`config.mk`:
```
export PLATFORM = sky130hd
export DESIGN_NAME = fbdiv_top
export DESIGN_NICKNAME = d
export VERILOG_FILES = /design/src/rtl/fbdiv_pkg.sv /design/src/rtl/fbdiv_cfg_check.sv /design/src/rtl/fbdiv_prescaler.sv /design/src/rtl/fbdiv_swallow.sv /design/src/rtl/fbdiv_top.sv
export SDC_FILE = /design/constraint.sdc
export NUM_CORES = 1
export LEC_CHECK = 0
export ABC_AREA = 1
export ABC_CLOCK_PERIOD_IN_PS = 8300
export BUFFER_PORTS_ARGS = -buffer_cell sky130_fd_sc_hd__buf_2
export CELL_PAD_IN_SITES_DETAIL_PLACEMENT = 1
export CELL_PAD_IN_SITES_GLOBAL_PLACEMENT = 1
export CORE_UTILIZATION = 47
export CTS_BUF_LIST = sky130_fd_sc_hd__clkbuf_4
export DETAILED_ROUTE_END_ITERATION = 10
export PLACE_DENSITY_LB_ADDON = 0.1
export RECOVER_POWER = 25
export SLEW_MARGIN = 0
export SYNTH_ARGS = -nofsm -noshare
export SYNTH_HDL_FRONTEND = slang
export SYNTH_HIERARCHICAL = 1
export SYNTH_SLANG_ARGS = --single-unit
```
`constraint.sdc`:
```
create_clock -name clk -period 8.3 [get_ports clk]
set_input_delay 0 -clock clk [delete_from_list [all_inputs] [get_ports clk]]
set_output_delay 0 -clock clk [all_outputs]
set_load 0.01 [all_outputs]
```
`src/rtl/fbdiv_pkg.sv`:
```
// Shared types and helpers for the dual-modulus feedback divider.
// Assumes the 3-bit mode encoding below is fixed across the code base.
package fbdiv_pkg;

    typedef enum logic [2:0] {
        MODE_FIX1 = 3'd0,
        MODE_FIX2 = 3'd1,
        MODE_FIX3 = 3'd2,
        MODE_DM2  = 3'd3,
        MODE_DM4  = 3'd4,
        MODE_DM8  = 3'd5,
        MODE_DM16 = 3'd6,
        MODE_DM32 = 3'd7
    } fbdiv_mode_e;

    localparam int P_MAX = 33;
    localparam int P_W   = $clog2(P_MAX + 1);

    // Base prescaler modulus P for a mode.
    function automatic logic [P_W-1:0] presc_base(input fbdiv_mode_e m);
        case (m)
            MODE_FIX1: presc_base = P_W'(1);
            MODE_FIX2: presc_base = P_W'(2);
            MODE_FIX3: presc_base = P_W'(3);
            MODE_DM2:  presc_base = P_W'(2);
            MODE_DM4:  presc_base = P_W'(4);
            MODE_DM8:  presc_base = P_W'(8);
            MODE_DM16: presc_base = P_W'(16);
            default:   presc_base = P_W'(32);
        endcase
    endfunction

    // True when the mode alternates P+1 and P.
    function automatic logic is_dual(input fbdiv_mode_e m);
        is_dual = (m >= MODE_DM2);
    endfunction

endpackage

```
`src/rtl/fbdiv_cfg_check.sv`:
```
// Decodes the prescaler mode and judges the legality of a setting.
// Purely combinational; assumes inputs are stable around clock edges.
module fbdiv_cfg_check
    import fbdiv_pkg::*;
#(
    parameter int A_W = 6,
    parameter int B_W = 13
) (
    input  logic [2:0]     mode_i,
    input  logic [A_W-1:0] a_i,
    input  logic [B_W-1:0] b_i,
    input  logic           byp_i,
    output logic           legal_o,
    output logic [P_W-1:0] p_o,
    output logic           dual_o
);

    fbdiv_mode_e mode_e;

    // Decode mode into modulus and dual flag, then apply legality rules.
    always_comb begin
        mode_e = fbdiv_mode_e'(mode_i);
        p_o    = presc_base(mode_e);
        dual_o = is_dual(mode_e);
        if (byp_i) begin
            legal_o = (a_i == '0);
        end else begin
            legal_o = (32'(b_i) >= 32'd3) &&
                      (!dual_o || (32'(a_i) < 32'(b_i)));
        end
    end

endmodule

```
`src/rtl/fbdiv_prescaler.sv`:
```
// Prescaler stage: counts P or P+1 input cycles per stage period and
// flags the last cycle of each. Parks at a period end while held.
// Assumes p_i >= 1 and p_i + 1 <= P_MAX.
module fbdiv_prescaler
    import fbdiv_pkg::*;
(
    input  logic           clk,
    input  logic           rst_n,
    input  logic           hold_i,
    input  logic [P_W-1:0] p_i,
    input  logic           use_p1_i,
    output logic           pre_end_o
);

    logic [P_W-1:0] pre_cnt;

    assign pre_end_o = (pre_cnt == '0);

    // Down-counter reloaded with modulus-1 at each stage period end.
    always_ff @(posedge clk) begin
        if (!rst_n || hold_i) begin
            pre_cnt <= '0;
        end else if (pre_end_o) begin
            pre_cnt <= use_p1_i ? p_i : (p_i - P_W'(1));
        end else begin
            pre_cnt <= pre_cnt - P_W'(1);
        end
    end

    // The stage counter never exceeds the largest modulus minus one.
    p_no_overflow_r1: assert property (@(posedge clk) disable iff (!rst_n)
        32'(pre_cnt) < P_MAX);

endmodule

```
`src/rtl/fbdiv_swallow.sv`:
```
// Main (B) and swallow (A) counters. Counts stage periods; the first A
// periods of an output period use P+1. Reports the terminal count and
// the modulus choice for the next stage period. Parks at a terminal.
module fbdiv_swallow #(
    parameter int A_W = 6,
    parameter int B_W = 13
) (
    input  logic           clk,
    input  logic           rst_n,
    input  logic           hold_i,
    input  logic           pre_end_i,
    input  logic [A_W-1:0] ld_a_i,
    input  logic [B_W-1:0] ld_b_i,
    input  logic           ld_dual_i,
    input  logic           ld_byp_i,
    output logic           term_o,
    output logic           use_p1_o
);

    logic [A_W-1:0] a_rem, a_nxt;
    logic [B_W-1:0] b_rem, b_nxt;

    assign term_o = pre_end_i && (b_rem == B_W'(1));

    // Next-state of the counters at a stage period end or terminal.
    always_comb begin
        a_nxt = a_rem;
        b_nxt = b_rem;
        if (pre_end_i) begin
            if (term_o) begin
                a_nxt = (ld_dual_i && !ld_byp_i) ? ld_a_i : '0;
                b_nxt = ld_byp_i ? B_W'(1) : ld_b_i;
            end else begin
                b_nxt = b_rem - B_W'(1);
                a_nxt = (a_rem != '0) ? (a_rem - A_W'(1)) : '0;
            end
        end
        use_p1_o = (a_nxt != '0);
    end

    // Counter registers; park at the terminal state while held.
    always_ff @(posedge clk) begin
        if (!rst_n || hold_i) begin
            a_rem <= '0;
            b_rem <= B_W'(1);
        end else begin
            a_rem <= a_nxt;
            b_rem <= b_nxt;
        end
    end

    // Swallow periods always fit inside the remaining main periods.
    p_swallow_order_r5: assert property (@(posedge clk) disable iff (!rst_n)
        32'(a_rem) < 32'(b_rem));

    // The main counter never wraps through zero, so no dead cycle.
    p_b_nonzero_r9: assert property (@(posedge clk) disable iff (!rst_n)
        b_rem != '0);

endmodule

```
`src/rtl/fbdiv_top.sv`:
```
// Dual-modulus feedback divider top. Holds the active setting, loads a
// new one only at a terminal count when legal, combines the hold
// sources and gates the output pulse. All inputs synchronous to clk.
module fbdiv_top
    import fbdiv_pkg::*;
#(
    parameter int A_W = 6,
    parameter int B_W = 13
) (
    input  logic           clk,
    input  logic           rst_n,
    input  logic [2:0]     presc_mode,
    input  logic [A_W-1:0] swallow_cnt,
    input  logic [B_W-1:0] main_cnt,
    input  logic           b_bypass,
    input  logic           ab_hold,
    input  logic           rab_hold,
    input  logic           sync_in,
    input  logic           sync_en,
    output logic           div_pulse,
    output logic           cfg_err
);

    logic           in_legal, in_dual;
    logic [P_W-1:0] in_p;

    logic [P_W-1:0] act_p;
    logic           act_dual, act_byp;
    logic [A_W-1:0] act_a;
    logic [B_W-1:0] act_b;

    logic           sync_en_q, running;
    logic           hold, term, use_p1, pre_end, load_ok;

    logic [P_W-1:0] sel_p;
    logic           sel_dual, sel_byp;
    logic [A_W-1:0] sel_a;
    logic [B_W-1:0] sel_b;

    fbdiv_cfg_check #(.A_W(A_W), .B_W(B_W)) chk_i (
        .mode_i  (presc_mode),
        .a_i     (swallow_cnt),
        .b_i     (main_cnt),
        .byp_i   (b_bypass),
        .legal_o (in_legal),
        .p_o     (in_p),
        .dual_o  (in_dual)
    );

    assign cfg_err = !in_legal;
    assign hold    = ab_hold || rab_hold || (sync_in && sync_en_q);
    assign load_ok = term && !hold && in_legal;

    // Setting used for the next period: new inputs only on a legal load.
    always_comb begin
        if (load_ok) begin
            sel_p = in_p;  sel_dual = in_dual; sel_byp = b_bypass;
            sel_a = swallow_cnt; sel_b = main_cnt;
        end else begin
            sel_p = act_p; sel_dual = act_dual; sel_byp = act_byp;
            sel_a = act_a; sel_b = act_b;
        end
    end

    fbdiv_prescaler pre_i (
        .clk       (clk),
        .rst_n     (rst_n),
        .hold_i    (hold),
        .p_i       (sel_p),
        .use_p1_i  (use_p1),
        .pre_end_o (pre_end)
    );

    fbdiv_swallow #(.A_W(A_W), .B_W(B_W)) swl_i (
        .clk       (clk),
        .rst_n     (rst_n),
        .hold_i    (hold),
        .pre_end_i (pre_end),
        .ld_a_i    (sel_a),
        .ld_b_i    (sel_b),
        .ld_dual_i (sel_dual),
        .ld_byp_i  (sel_byp),
        .term_o    (term),
        .use_p1_o  (use_p1)
    );

    // Active setting: divide-by-1 bypass after reset, loaded on terminal.
    always_ff @(posedge clk) begin
        if (!rst_n) begin
            act_p <= P_W'(1); act_dual <= 1'b0; act_byp <= 1'b1;
            act_a <= '0;      act_b    <= B_W'(1);
        end else if (load_ok) begin
            act_p <= in_p;        act_dual <= in_dual; act_byp <= b_bypass;
            act_a <= swallow_cnt; act_b    <= main_cnt;
        end
    end

    // Registered sync enable, off after reset.
    always_ff @(posedge clk) begin
        if (!rst_n) sync_en_q <= 1'b0;
        else        sync_en_q <= sync_en;
    end

    // Running flag masks the parked terminal state from the output.
    always_ff @(posedge clk) begin
        if (!rst_n || hold) running <= 1'b0;
        else                running <= 1'b1;
    end

    assign div_pulse = term && running;

    // No pulse in the cycle after any hold source was active.
    p_hold_quiet_r10: assert property (@(posedge clk) disable iff (!rst_n)
        hold |=> !div_pulse);

    // The active setting only moves at a terminal count.
    p_cfg_stable_r8: assert property (@(posedge clk) disable iff (!rst_n)
        !term |=> ($stable(act_p) && $stable(act_a) && $stable(act_b) &&
                   $stable(act_byp) && $stable(act_dual)));

    // An illegal setting at a terminal count leaves the active one alone.
    p_illegal_kept_r7: assert property (@(posedge clk) disable iff (!rst_n)
        (term && cfg_err) |=> ($stable(act_p) && $stable(act_b) &&
                               $stable(act_a) && $stable(act_byp)));

endmodule

```
; Word level (Yosys, flattened, before mapping)
; Index checks and enable logic that the tools add are counted.
[classes]
n_addsub = 4
n_lt_le_gt_ge = 3
n_eq_ne = 7
n_mux = 16
n_reduce_logical = 22
[ops]
columns = cell, n
row1 = $mux W6, 8
row2 = $mux W13, 3
row3 = $pmux W6 S6, 1
row4 = $sub A6 B1 Y6 const B, 3
row5 = $eq A13 B1 Y1 const B, 1
row6 = $ge A13 B2 Y1 const B, 1
row7 = $lt A6 B13 Y1, 1
row8 = $sub A13 B1 Y13 const B, 1
row9 = $logic_not A6 Y1, 2
row10 = $reduce_bool A6 Y1, 2
row11 = $eq A3 B3 Y1 const B, 3
row12 = $logic_and A1 B1 Y1, 7
row13 = $eq A3 B2 Y1 const B, 2
row14 = $logic_not A1 Y1, 5
row15 = $logic_or A1 B1 Y1, 4
row16 = $mux W1, 4
row17 = $eq A3 B1 Y1 const B, 1
row18 = $ge A3 B2 Y1 const B, 1
row19 = $logic_not A3 Y1, 1
row20 = $reduce_or A2 Y1, 1
[totals]
reg_bits = 54
input_bits = 29
out_inout_bits = 2

; Depth between registers and ports, before layout
; Gate-level depths: netlist of the first run.
[depth]
depth_word = 15
mapped_depth = 32
ltp_nobuf = 32

; Hierarchy
; Netlist of the first run, hierarchy kept.
[by_module_without_submodules]
columns = module, n_inst, cells_each, area_each_um2, seq_area_each_um2
row1 = fbdiv_top, 1, 233, 1453.9, 580.6
row2 = fbdiv_swallow, 1, 227, 1425.1, 380.4
row3 = fbdiv_prescaler, 1, 70, 465.4, 120.1
row4 = fbdiv_cfg_check, 1, 56, 289.0, 0.0

; Least setup slack after synthesis of the first run
; OpenSTA, ideal clock, no wires.
[synth_timing]
path_type = register to register
start = reg pre_i.pre_cnt[0]
end = reg pre_i.pre_cnt[3]
setup_time_ns = 0.114
t_arrival_ns = 3.128
required_time_ns = 8.186
path_slack_ns = 5.059
stages_incl_launch_ff = 29
path_buffers = 1
cell_sequence = dfxtp_1 > inv_1 > ha_1 > nand4_4 > inv_4 > nand3_1 > nor2_1 > nand2_1 > inv_1 > nand2_1 > clkinv_1 > nand3_4 > buf_6 > nand2_1 > nand2_1 > nor2_1 > nand4_1 > nand3_1 > nand2_1 > nand2_2 > nor2_2 > nand2_1 > nor2_2 > nand2_1 > nor2_1 > nor2_1 > nand2_1 > nand2_1 > nor2_1
[synth_between]
elab_chain_cells = 13
elab_cells_between_ends = 18
cone_classes = add/sub (2) / mux (9) / reduce/logical (7)
[synth_rtl]
columns = item, line
row1 = "start, declared", fbdiv_prescaler.sv:15  ; logic [P_W-1:0] pre_cnt;
row2 = "start signal, assigned", fbdiv_prescaler.sv:24  ; pre_cnt <= use_p1_i ? p_i : (p_i - P_W'(1));
row3 = "start signal, assigned", fbdiv_prescaler.sv:26  ; pre_cnt <= pre_cnt - P_W'(1);
row4 = $logic_not A6 Y1, fbdiv_prescaler.sv:17  ; assign pre_end_o = (pre_cnt == '0);
row5 = net pre_end, fbdiv_top.sv:33  ; logic hold, term, use_p1, pre_end, load_ok;
row6 = $logic_and A1 B1 Y1, fbdiv_swallow.sv:23  ; assign term_o = pre_end_i && (b_rem == B_W'(1));
row7 = net term, fbdiv_top.sv:33
row8 = $logic_and A1 B1 Y1 (2 in series), fbdiv_top.sv:52  ; assign load_ok = term && !hold && in_legal;
row9 = $mux W1, fbdiv_top.sv:56  ; if (load_ok) begin
row10 = net sel_byp, fbdiv_top.sv:36  ; logic sel_dual, sel_byp;
row11 = $logic_not A1 Y1, fbdiv_swallow.sv:31  ; a_nxt = (ld_dual_i && !ld_byp_i) ? ld_a_i : '0;
row12 = $logic_and A1 B1 Y1, fbdiv_swallow.sv:31
row13 = $mux W6, fbdiv_swallow.sv:31
row14 = $mux W6, fbdiv_swallow.sv:30  ; if (term_o) begin
row15 = $mux W6, fbdiv_swallow.sv:29  ; if (pre_end_i) begin
row16 = $reduce_bool A6 Y1, fbdiv_swallow.sv:38  ; use_p1_o = (a_nxt != '0);
row17 = net use_p1, fbdiv_top.sv:33
row18 = $mux W6, fbdiv_prescaler.sv:24
row19 = $mux W6, fbdiv_prescaler.sv:23  ; end else if (pre_end_o) begin
; The timed path passes the listed nets, and every way through them passes these cells.
; A chain may end at the register's enable or synchronous reset.

; Worst setup path in the final report of the first run
[layout_timing]
start = reg pre_i.pre_cnt[0]
end = reg pre_i.pre_cnt[5]
; The elaborated chain is that of the path after synthesis.

==> results of run 1 <==
==> registers in the layout (all words and copies together), names as in the netlist <==
register and flops:
act_a 6, act_dual 1, swl_i/a_rem 6, sync_en_q 1
act_p 6, pre_i/pre_cnt 6, act_b 13, act_byp 1
swl_i/b_rem 13, running 1
==> worst reg2reg max path, delay by kind of cell (launching register included) <==
kind / cells / cell delay, ns
DFF: 1 / 0.34
adders and majority gates: 1 / 0.21
AOI/OAI and AO/OA: 1 / 0.14
buffers and inverters: 5 / 1.90
and+or+nand+nor: 20 / 3.42
==> how the worst max path moves through the flow <==
| stage | slack (ns) | start | to |
|---|---|---|---|
| finish | 2.25 | pre_i/pre_cnt[0]$_SDFF_PP0_ | pre_i/pre_cnt[5]$_SDFF_PP0_ |
| detailed placement | 3.59 | pre_i/pre_cnt[0]$_SDFF_PP0_ | pre_i/pre_cnt[5]$_SDFF_PP0_ |
| global route | 1.64 | pre_i/pre_cnt[0]$_SDFF_PP0_ | pre_i/pre_cnt[2]$_SDFF_PP0_ |
| global placement | 3.93 | pre_i/pre_cnt[0]$_SDFF_PP0_ | pre_i/pre_cnt[4]$_SDFF_PP0_ |
| floorplan | 5.06 | pre_i/pre_cnt[0]$_SDFF_PP0_ | pre_i/pre_cnt[3]$_SDFF_PP0_ |
| CTS | 3.55 | pre_i/pre_cnt[0]$_SDFF_PP0_ | pre_i/pre_cnt[5]$_SDFF_PP0_ |
==> power by group <==
part | switching [mW] | leakage (nW) | internal [mW] | total (mW)
Sequential | 0.0294 | 0.438 | 0.316 | 0.345
Clock | 0.0859 | 0.0419 | 0.0670 | 0.153
Combinational | 0.720 | 1.67 | 0.295 | 1.01
==> area by class of cell <==
type / instances / area share, %
well taps: 99 / 3.14
clock inverters: 2 / 0.951
clock buffers: 6 / 1.14
flip-flops and latches: 54 / 27.4
inverters: 131 / 12.5
multi-input cells: 385 / 49.1
repair buffers: 38 / 5.80
==> cells by family after synthesis <==
logic type | synth area share [%]
compound gates | 7.47
xor+xnor | 2.65
fa+ha+maj | 4.13
buf+inv | 16.3
flops | 29.8
simple gates | 39.7
==> routing by layer <==
layer	GRT usage [%]	up-vias
met3	2.79	12
li1	-	1855
met1	32.8	1680
met4	6.18	0
met2	46.2	43
met5	0	-
==> cells in the final DEF, fill, tap and decap left out, types with 4 or more instances in the layout <==
master | Yosys | final
nand2_2 | 4 | 4
inv_1 | 121 | 121
dlygate4sd3_1 | 0 | 8
a31oi_1 | 4 | 4
a21oi_1 | 19 | 19
inv_2 | 5 | 5
nand4_1 | 34 | 35
nor2_1 | 77 | 77
buf_2 | 7 | 29
nand3_1 | 20 | 20
xor2_1 | 6 | 6
clkbuf_4 | 0 | 6
nand2_1 | 145 | 145
clkinv_1 | 4 | 4
o21ai_0 | 25 | 25
dfxtp_1 | 54 | 54
nor2_2 | 6 | 6
xnor2_1 | 5 | 5
nor3_1 | 7 | 8
nor2_4 | 4 | 4
ha_1 | 12 | 12
==> through the flow <==
| stage | utilization (%) | std cells | setup slack [ns] | instance area, µm² |
|---|---|---|---|---|
| after floorplan | - | 586 | 5.06 | 3630 |
| after global placement | 51.7 | 699 | 3.93 | 3810 |
| after detailed placement | 51.7 | 699 | 3.59 | 3810 |
| after CTS | 53.9 | 715 | 3.55 | 3970 |
| after global routing | 53.6 | 715 | 1.64 | 3950 |
| final | 53.6 | 715 | 2.25 | 3950 |
==> flow_metrics.env, run 1 <==
export IMPL_gp_congestion=0.799
export IMPL_slowest_delay_ns=1.01
export IMPL_clk_insertion_delay_late_ns=0.38
export IMPL_synth_enable_flop_cells=0
export IMPL_overflow=0
export IMPL_fill_cells=1078
export IMPL_path_depth=27
export IMPL_holdPathEnd="act_b[10]$_SDFF_PN0_"
export IMPL_power_leakage_nw=2.15
export IMPL_grt_start_max_net_pins=36
export IMPL_cts_hold_buf=8
export IMPL_hpwl_mm=7.61
export IMPL_maxCapViolCount=0
export IMPL_rrSetupSlack_ns=2.25
export IMPL_max_clock_freq_mhz=165
export IMPL_required_ns=8.62
export IMPL_grt_pass1_wl_mm=16.9
export IMPL_detail_route_iter0_violations=98
export IMPL_worstHoldStart="main_cnt[10]"
export IMPL_holdWs_ns=0.0208
export IMPL_tightest_slew_ns=1.13
export IMPL_cts_made_buffers=5
export IMPL_critPathSlowestCell="clkinvlp_2"
export IMPL_routed_via_density=5.02
export IMPL_hold_depth=5
export IMPL_antennaDiodeCount=0
export IMPL_route_met3_wl_um=195
export IMPL_ys_types=33
export IMPL_crit_fanout=35
export IMPL_vdd_drop_max_v=0.000282
export IMPL_synth_commonest_cells="nand2_1, inv_1, nor2_1"
export IMPL_grt_antenna_before_repair=0
export IMPL_finalClockSkew_ns=0.0174
export IMPL_ant_nets=0
export IMPL_wire_per_inst_um=13.7
export IMPL_fin_nets=656
export IMPL_syn2layout_area_growth_pct=8.68
export IMPL_die_h_um=89.9
export IMPL_cts_tree="yes"
export IMPL_std_cell_rows=31
export IMPL_arrival_ns=6.37
export IMPL_drt_total_wl_mm=9.77
export IMPL_outcome="finished clean"
export IMPL_path_buf_inv=5
export IMPL_dieArea_mm2=0.00809
export IMPL_clock_root_buffer="clkbuf_4"
export IMPL_ys_ff_latch=54
export IMPL_rsz0062_at_grt="no"
export IMPL_port_buffers=30
export IMPL_yosysWarnings=6
export IMPL_synth_top_cell_area_share_pct=29.8
export IMPL_drive_gt1_share_pct=10.7
export IMPL_first_pass_iters=4
export IMPL_cts_sinks=54
export IMPL_worstReg2RegEnd="pre_i/pre_cnt[5]$_SDFF_PP0_"
export IMPL_synth_area_leaders="dfxtp_1, nand2_1, inv_1"
export IMPL_fin_tns_setup_ns=0
export IMPL_path_clk_slew_ns=0.17
export IMPL_hold_viol_final=0
export IMPL_relSlewSlack_pct=24.2
export IMPL_grt_usage_pct=25.7
export IMPL_multi_input_area_mm2=0.00194
export IMPL_first_global_vias=3677
export IMPL_cts_path_max_buffers=2
export IMPL_period_share_pct=72.9
export IMPL_syn_nets=627
export IMPL_cp_end_kind="flop"
export IMPL_syn_area_mm2=0.00363
export IMPL_ff_latch_area_mm2=0.00108
export IMPL_highest_layer="met4"
export IMPL_rr_startpoint="pre_i/pre_cnt[0]$_SDFF_PP0_"
export IMPL_reg2regPathDepth=27
export IMPL_wl_met2_mm=4.83
export IMPL_avgSynthCellArea_um2=6.20
export IMPL_drv_slew=0
export IMPL_vias=3590
export IMPL_cts_setup_buffers=0
export IMPL_crit_type="flop to flop"
export IMPL_power_total_mw=1.51
export IMPL_crit_top_cell="nand2_1"
export IMPL_start_util_pct=49.3
export IMPL_cts_resized=0
export IMPL_synth_most_common_cell="nand2_1"
export IMPL_finalCriticalPeriod_ns=6.05
export IMPL_synth_top_cell_by_area="dfxtp_1"
export IMPL_power_density_mw_per_mm2=383
export IMPL_cp_top_family="simple AND/OR/NAND/NOR gates"
export IMPL_syn_inst=586
export IMPL_seq_area_frac_synth_pct=29.8
export IMPL_synthFlopType="dfxtp_1"
export IMPL_ioPinCount=31
export IMPL_h_tree_depth=2
export IMPL_drc=0
export IMPL_hp_class="input port to flop"
export IMPL_met1_length_mm=4.60
export IMPL_start_kind="flop"
export IMPL_die_w_um=89.9
export IMPL_setup_viol=0
export IMPL_coreArea_mm2=0.00737
export IMPL_postSynth_asyncResetShare_pct=0
Power figures use the tool's default switching activity.
==> run 2, diff against run 1 <==
Settings changed: ABC_CLOCK_PERIOD_IN_PS 8300 to 5100, CORE_UTILIZATION 47 to 39.
Clock period 8.3 ns to 5.1 ns, I/O delays scaled along.
==> run 2 against run 1 <==
  * Cell count is 1.8% higher
  * Critical path depth down 2
  * Setup slack worse by 1.5 ns
  * First-iteration DRC count rose by 4.1%
  * Clock skew fell by 0.0032 ns
==> flow_metrics.env, run 2 (synthesis gave the netlist of run 1 again) <==
export IMPL_outcome="finished clean"
export IMPL_dieArea_mm2=0.00971
export IMPL_p_int_mw=1.12
export IMPL_antennaDiodeCount=0
export IMPL_path_clk_slew_ns=0.16
export IMPL_ant_nets=0
export IMPL_hp_class="input port to flop"
export IMPL_ioPinCount=31
export IMPL_path_buf_inv=5
export IMPL_startpoint="pre_i/pre_cnt[0]$_SDFF_PP0_"
export IMPL_gp_congestion=0.818
export IMPL_port_buffers=30
export IMPL_drc=0
export IMPL_setup_viol=0
export IMPL_path_depth=25
export IMPL_cts_made_buffers=5
export IMPL_critPathSlowestCell="inv_4"
export IMPL_worstHoldStart="main_cnt[12]"
export IMPL_routed_via_density=4.92
export IMPL_syn2layout_area_growth_pct=9.99
export IMPL_clk_insertion_delay_late_ns=0.37
export IMPL_first_global_vias=3670
export IMPL_first_pass_iters=4
export IMPL_relSlewSlack_pct=42.9
export IMPL_clock_root_buffer="clkbuf_4"
export IMPL_detail_route_iter0_violations=102
export IMPL_period_share_pct=84.9
export IMPL_fin_nets=660
export IMPL_cp_end_kind="flop"
export IMPL_start_kind="flop"
export IMPL_start_util_pct=40.9
export IMPL_std_cell_rows=34
export IMPL_power_frac_seq_pct=22.5
export IMPL_vdd_drop_max_v=0.000234
export IMPL_finalClockSkew_ns=0.0142
export IMPL_rr_startpoint="pre_i/pre_cnt[0]$_SDFF_PP0_"
export IMPL_die_h_um=98.5
export IMPL_h_tree_depth=2
export IMPL_vias=3580
export IMPL_holdPathEnd="act_b[12]$_SDFF_PN0_"
export IMPL_tightest_slew_ns=0.854
export IMPL_clockPowerShare_pct=10.1
export IMPL_p_sw_share_pct=55.0
export IMPL_wire_per_inst_um=13.5
export IMPL_final_cell_mix="nand2_1, inv_1, nor2_1"
export IMPL_fin_util_pct=44.9
export IMPL_power_density_mw_per_mm2=623
export IMPL_layout_commonest_cell="nand2_1"
export IMPL_worstReg2RegEnd="pre_i/pre_cnt[2]$_SDFF_PP0_"
export IMPL_grt_antenna_before_repair=0
export IMPL_power_leakage_nw=2.17
export IMPL_slowest_delay_ns=0.43
export IMPL_overflow=0
export IMPL_cts_sinks=54
export IMPL_cts_tree="yes"
export IMPL_maxCapViolCount=0
export IMPL_rrSetupSlack_ns=0.77
export IMPL_cts_path_max_buffers=2
export IMPL_combPwrFrac_pct=67.4
export IMPL_grt_usage_pct=21.5
export IMPL_fin_tns_setup_ns=0
export IMPL_finalCriticalPeriod_ns=4.33
export IMPL_crit_fanout=35
export IMPL_drive_gt1_share_pct=11.0
export IMPL_required_ns=5.40
export IMPL_die_w_um=98.5
export IMPL_drv_slew=0
export IMPL_crit_type="flop to flop"
export IMPL_hold_depth=5
export IMPL_fill_cells=1255
export IMPL_cp_top_family="simple AND/OR/NAND/NOR gates"
export IMPL_grt_start_max_net_pins=36
export IMPL_p_sw_mw=1.37
export IMPL_rsz0062_at_grt="no"
export IMPL_max_clock_freq_mhz=231
export IMPL_crit_top_cell="nand2_1"
export IMPL_hpwl_mm=7.81
export IMPL_arrival_ns=4.63
export IMPL_reg2regPathDepth=25
export IMPL_reg_largest_list="act_b x13, swl_i/b_rem x13"
export IMPL_coreArea_mm2=0.00889
export IMPL_grt_pass1_wl_mm=16.8
export IMPL_drt_total_wl_mm=9.85
export IMPL_hold_viol_final=0
-- run 2: how the worst max path moves through the flow --
stage,endpoint,slack [ns]
floorplan,pre_i/pre_cnt[3]$_SDFF_PP0_,1.86
global placement,pre_i/pre_cnt[4]$_SDFF_PP0_,1.22
detailed placement,pre_i/pre_cnt[5]$_SDFF_PP0_,1.04
CTS,pre_i/pre_cnt[3]$_SDFF_PP0_,1.02
global route,pre_i/pre_cnt[3]$_SDFF_PP0_,0.31
finish,pre_i/pre_cnt[2]$_SDFF_PP0_,0.77
-- run 2: repair_timing --
action	4_1_cts	5_1_grt
hold buffers	10	0
setup buffers	0	0
endpoints found under the hold margin	7	0
gates resized for setup	0	0
-- run 2: metrics by stage --
stage | hold slack [ns] | instances | worst slack, ns | area [µm²] | total power, mW
2_1_floorplan | 0.0842 | 586 | 1.86 | 3630 | 1.92
5_1_grt | 0.0230 | 728 | 0.313 | 4000 | 2.74
4_1_cts | 0.000966 | 728 | 1.02 | 4020 | 2.53
3_3_place_gp | 0.184 | 710 | 1.22 | 3830 | 2.21
3_5_place_dp | 0.191 | 710 | 1.04 | 3830 | 2.26
6_report | 0.00965 | 728 | 0.772 | 4000 | 2.49
-- run 2: power by group through the flow --
stage / Clock [mW] / Combinational [mW] / Sequential (mW)
after floorplan: 0 / 1.36 / 0.558
after global placement: 0 / 1.64 / 0.568
after detailed placement: 0 / 1.69 / 0.571
after CTS: 0.265 / 1.71 / 0.562
after global routing: 0.278 / 1.90 / 0.571
final: 0.251 / 1.68 / 0.561
-- run 2: area by class of cell --
type | instances | area [µm²] | area share [%]
clock buffer | 7 | 52.6 | 1.31
multi-input combinational | 385 | 1940 | 48.5
clock inverter | 1 | 30.0 | 0.751
timing repair buffer | 42 | 264 | 6.61
inverter | 131 | 494 | 12.4
tap | 108 | 135 | 3.38
sequential | 54 | 1080 | 27.1
-- run 2: worst min-delay path, cell delays in order --
cell	delay, ns
buf_2	0.09
inv_1	0.03
nand4_1	0.07
nand2_1	0.08
nor2_1	0.08
-- run 2: routing by layer --
metal | up-vias | track usage [%] | share of wire [%]
li1 | 1867 | - | -
met1 | 1667 | 27.4 | 50
met2 | 38 | 38.7 | 47
met3 | 8 | 2.41 | 1.6
met4 | 0 | 4.94 | 0.98
met5 | - | 0 | 0
==> run 3, diff against run 2 <==
Settings changed: ABC_AREA 1 to 0, ABC_CLOCK_PERIOD_IN_PS 5100 to 4490, CORE_UTILIZATION 39 to 47.
Clock period 5.1 ns to 4.49 ns, I/O delays scaled along.
==> run 3 against run 2 <==
  * Total power grew 55%
  * Fmax shrank 3.3%
  * Global-route usage grew 3.5 points
  * Critical endpoint is now pre_i/pre_cnt[3]$_SDFF_PP0_
  * Largest power group unchanged
==> flow_metrics.env, run 3 <==
export IMPL_grt_usage_pct=25.0
export IMPL_detail_route_iter0_violations=131
export IMPL_ys_types=67
export IMPL_finalCriticalPeriod_ns=4.48
export IMPL_cts_tree="yes"
export IMPL_overflow=0
export IMPL_die_w_um=89.6
export IMPL_hp_class="input port to flop"
export IMPL_grt_antenna_before_repair=0
export IMPL_first_pass_iters=5
export IMPL_cts_path_max_buffers=2
export IMPL_drv_slew=0
export IMPL_yosysWarnings=6
export IMPL_synth_commonest_cells="nand2_1, dfxtp_1, inv_1, mux2i_1, nor2_1"
export IMPL_die_h_um=89.6
export IMPL_first_global_vias=3083
export IMPL_final_cell_mix="nand2_1, dfxtp_1, buf_2"
export IMPL_routed_via_density=5.63
export IMPL_cts_made_buffers=5
export IMPL_crit_type="flop to flop"
export IMPL_ioPinCount=31
export IMPL_period_share_pct=99.7
export IMPL_synth_enable_flop_cells=0
export IMPL_crit_fanout=5
export IMPL_max_clock_freq_mhz=223
export IMPL_power_density_mw_per_mm2=908
export IMPL_fin_nets=513
export IMPL_vdd_drop_max_v=0.000607
export IMPL_antennaDiodeCount=0
export IMPL_path_clk_slew_ns=0.16
export IMPL_required_ns=4.81
export IMPL_syn2layout_area_growth_pct=18.1
export IMPL_relSlewSlack_pct=38.3
export IMPL_fill_cells=868
export IMPL_met1_usage_pct=32.7
export IMPL_seq_area_frac_synth_pct=30.0
export IMPL_cts_sinks=54
export IMPL_syn_nets=452
export IMPL_synthFlopType="dfxtp_1"
export IMPL_std_cell_rows=31
export IMPL_cp_end_kind="flop"
export IMPL_synth_top_cell_area_share_pct=30.0
export IMPL_dieArea_mm2=0.00802
export IMPL_port_buffers=30
export IMPL_syn_inst=411
export IMPL_holdWs_ns=0.0121
export IMPL_drc=0
export IMPL_grt_pass1_wl_mm=15.2
export IMPL_h_tree_depth=2
export IMPL_outcome="finished clean"
export IMPL_drt_total_wl_mm=9.95
export IMPL_synth_area_leaders="dfxtp_1, mux2_4, mux2i_1"
export IMPL_hpwl_mm=6.77
export IMPL_finalClockSkew_ns=0.0120
export IMPL_gp_congestion=0.803
export IMPL_layout_commonest_cell="nand2_1"
export IMPL_avgSynthCellArea_um2=8.77
export IMPL_hold_viol_final=0
export IMPL_met2_usage_pct=42.6
export IMPL_synth_top_cell_by_area="dfxtp_1"
export IMPL_syn_area_mm2=0.00360
export IMPL_ant_nets=0
export IMPL_fin_area_mm2=0.00426
export IMPL_maxCapViolCount=0
export IMPL_vias=3222
export IMPL_setup_viol=0
export IMPL_arrival_ns=4.80
export IMPL_start_util_pct=49.2
export IMPL_coreArea_mm2=0.00733
export IMPL_postSynth_asyncResetShare_pct=0
export IMPL_use_met3_pct=4.20
export IMPL_tightest_slew_ns=0.925
export IMPL_clock_root_buffer="clkbuf_4"
export IMPL_clk_insertion_delay_late_ns=0.40
export IMPL_wire_per_inst_um=17.4
export IMPL_power_leakage_nw=1.76
export IMPL_drive_gt1_share_pct=23.7
export IMPL_grt_start_max_net_pins=56
export IMPL_post_dp_cell_area_mm2=0.00380
export IMPL_top_usage_layer="met2"
export IMPL_start_kind="flop"
export IMPL_reg_largest_list="act_b x13, swl_i/b_rem x13"
export IMPL_ys_ff_latch=54
export IMPL_synth_most_common_cell="nand2_1"
-- run 3: changes by cell type after synthesis, moves of 7 or more --
cell and delta:
inv_1 -93, nand2_1 -78, nand3_1 -13, mux2i_1 +28
mux2_4 +20, nor4_1 +7, nand4_1 -31, a211oi_1 +8
o21ai_0 -17, nor2_1 -53
-- run 3: worst max-delay path, cell delays in order (launching register included) --
cell      delay (ns)
dfxtp_2         0.36
or3_4           0.39
or3b_4          0.40
inv_4           0.07
nand3_4         0.06
or2_4           0.29
clkinv_4        0.05
and2_4          0.15
and2_4          0.18
mux2_4          0.30
nor2b_4         0.14
nor3b_4         0.17
a222oi_1        0.42
o211a_1         0.22
nand4_1         0.14
buf_4           0.18
buf_4           0.13
nor4_1          0.32
xor2_1          0.18
nor2_1          0.06
a211oi_2        0.18
-- run 3: area by class of cell --
class                           instances  area (µm²)  area share (%)
Inverter                               29         116            2.73
Multi-Input combinational cell        306        2290            53.9
Clock inverter                          3        40.0           0.941
Sequential cell                        54        1080            25.5
Tap cell                               99         124            2.91
Clock buffer                            5        37.5           0.882
Timing Repair Buffer                   76         562            13.2
-- run 3: layer usage --
layer  vias up  share of wire (%)
met5         -                  0
met4         0                2.1
met3        18                2.2
met2        52                 49
met1      1582                 47
li1       1570                  -
-- run 3: worst paths after layout --
check	end	from	slack (ns)	cells after the start
max	pre_i/pre_cnt[3]$_SDFF_PP0_	pre_i/pre_cnt[4]$_SDFF_PP0_	0.01	20
min	act_p[3]$_SDFF_PN0_	presc_mode[0]	0.01	5
max reg2reg	pre_i/pre_cnt[3]$_SDFF_PP0_	pre_i/pre_cnt[4]$_SDFF_PP0_	0.01	20
min reg2reg	act_p[4]$_SDFF_PN0_	act_p[4]$_SDFF_PN0_	0.47	2
-- run 3: power breakdown --
part	leakage (nW)	internal (mW)	switching [mW]
Sequential	0.439	0.582	0.0840
Clock	0.0450	0.116	0.170
Combinational	1.28	1.33	1.58
Total	1.76	2.03	1.84
-- run 3: per-stage QoR --
| step | total power, mW | setup slack [ns] | setup TNS (ns) | cells | util (%) |
|---|---|---|---|---|---|
| finish | 3.86 | 0.0137 | 0 | 572 | 58.1 |
| global route | 4.14 | -0.118 | -0.233 | 572 | 58.1 |
| floorplan | 2.85 | -0.136 | -0.136 | 411 | - |
| CTS | 3.60 | 0.183 | 0 | 563 | 56.8 |
| global placement | 3.13 | 0.156 | 0 | 526 | 51.8 |
| detailed placement | 3.19 | 0.0446 | 0 | 526 | 51.8 |
-- run 3: what timing repair did --
item | CTS | global route
cloned | 0 | 0
endpoints found under the hold margin | 25 | 0
endpoints found under the setup margin | 1 | 2
resized for setup | 0 | 8
pin swaps | 0 | 9
hold buffers | 27 | 0
setup buffers | 2 | 9
-- run 3: cells by family (layout without fill, tap and decap cells) --
kind of cell | after synthesis | count (layout) | synth area share, %
AND/OR/NAND/NOR | 156 | 156 | 22.0
AO/OA/AOI/OAI | 79 | 79 | 16.7
flip-flops | 54 | 54 | 30.0
multiplexers | 52 | 52 | 17.4
buffers and inverters | 51 | 113 | 8.09
adder cells (fa/ha/maj) | 12 | 12 | 4.17
XOR/XNOR | 7 | 7 | 1.70
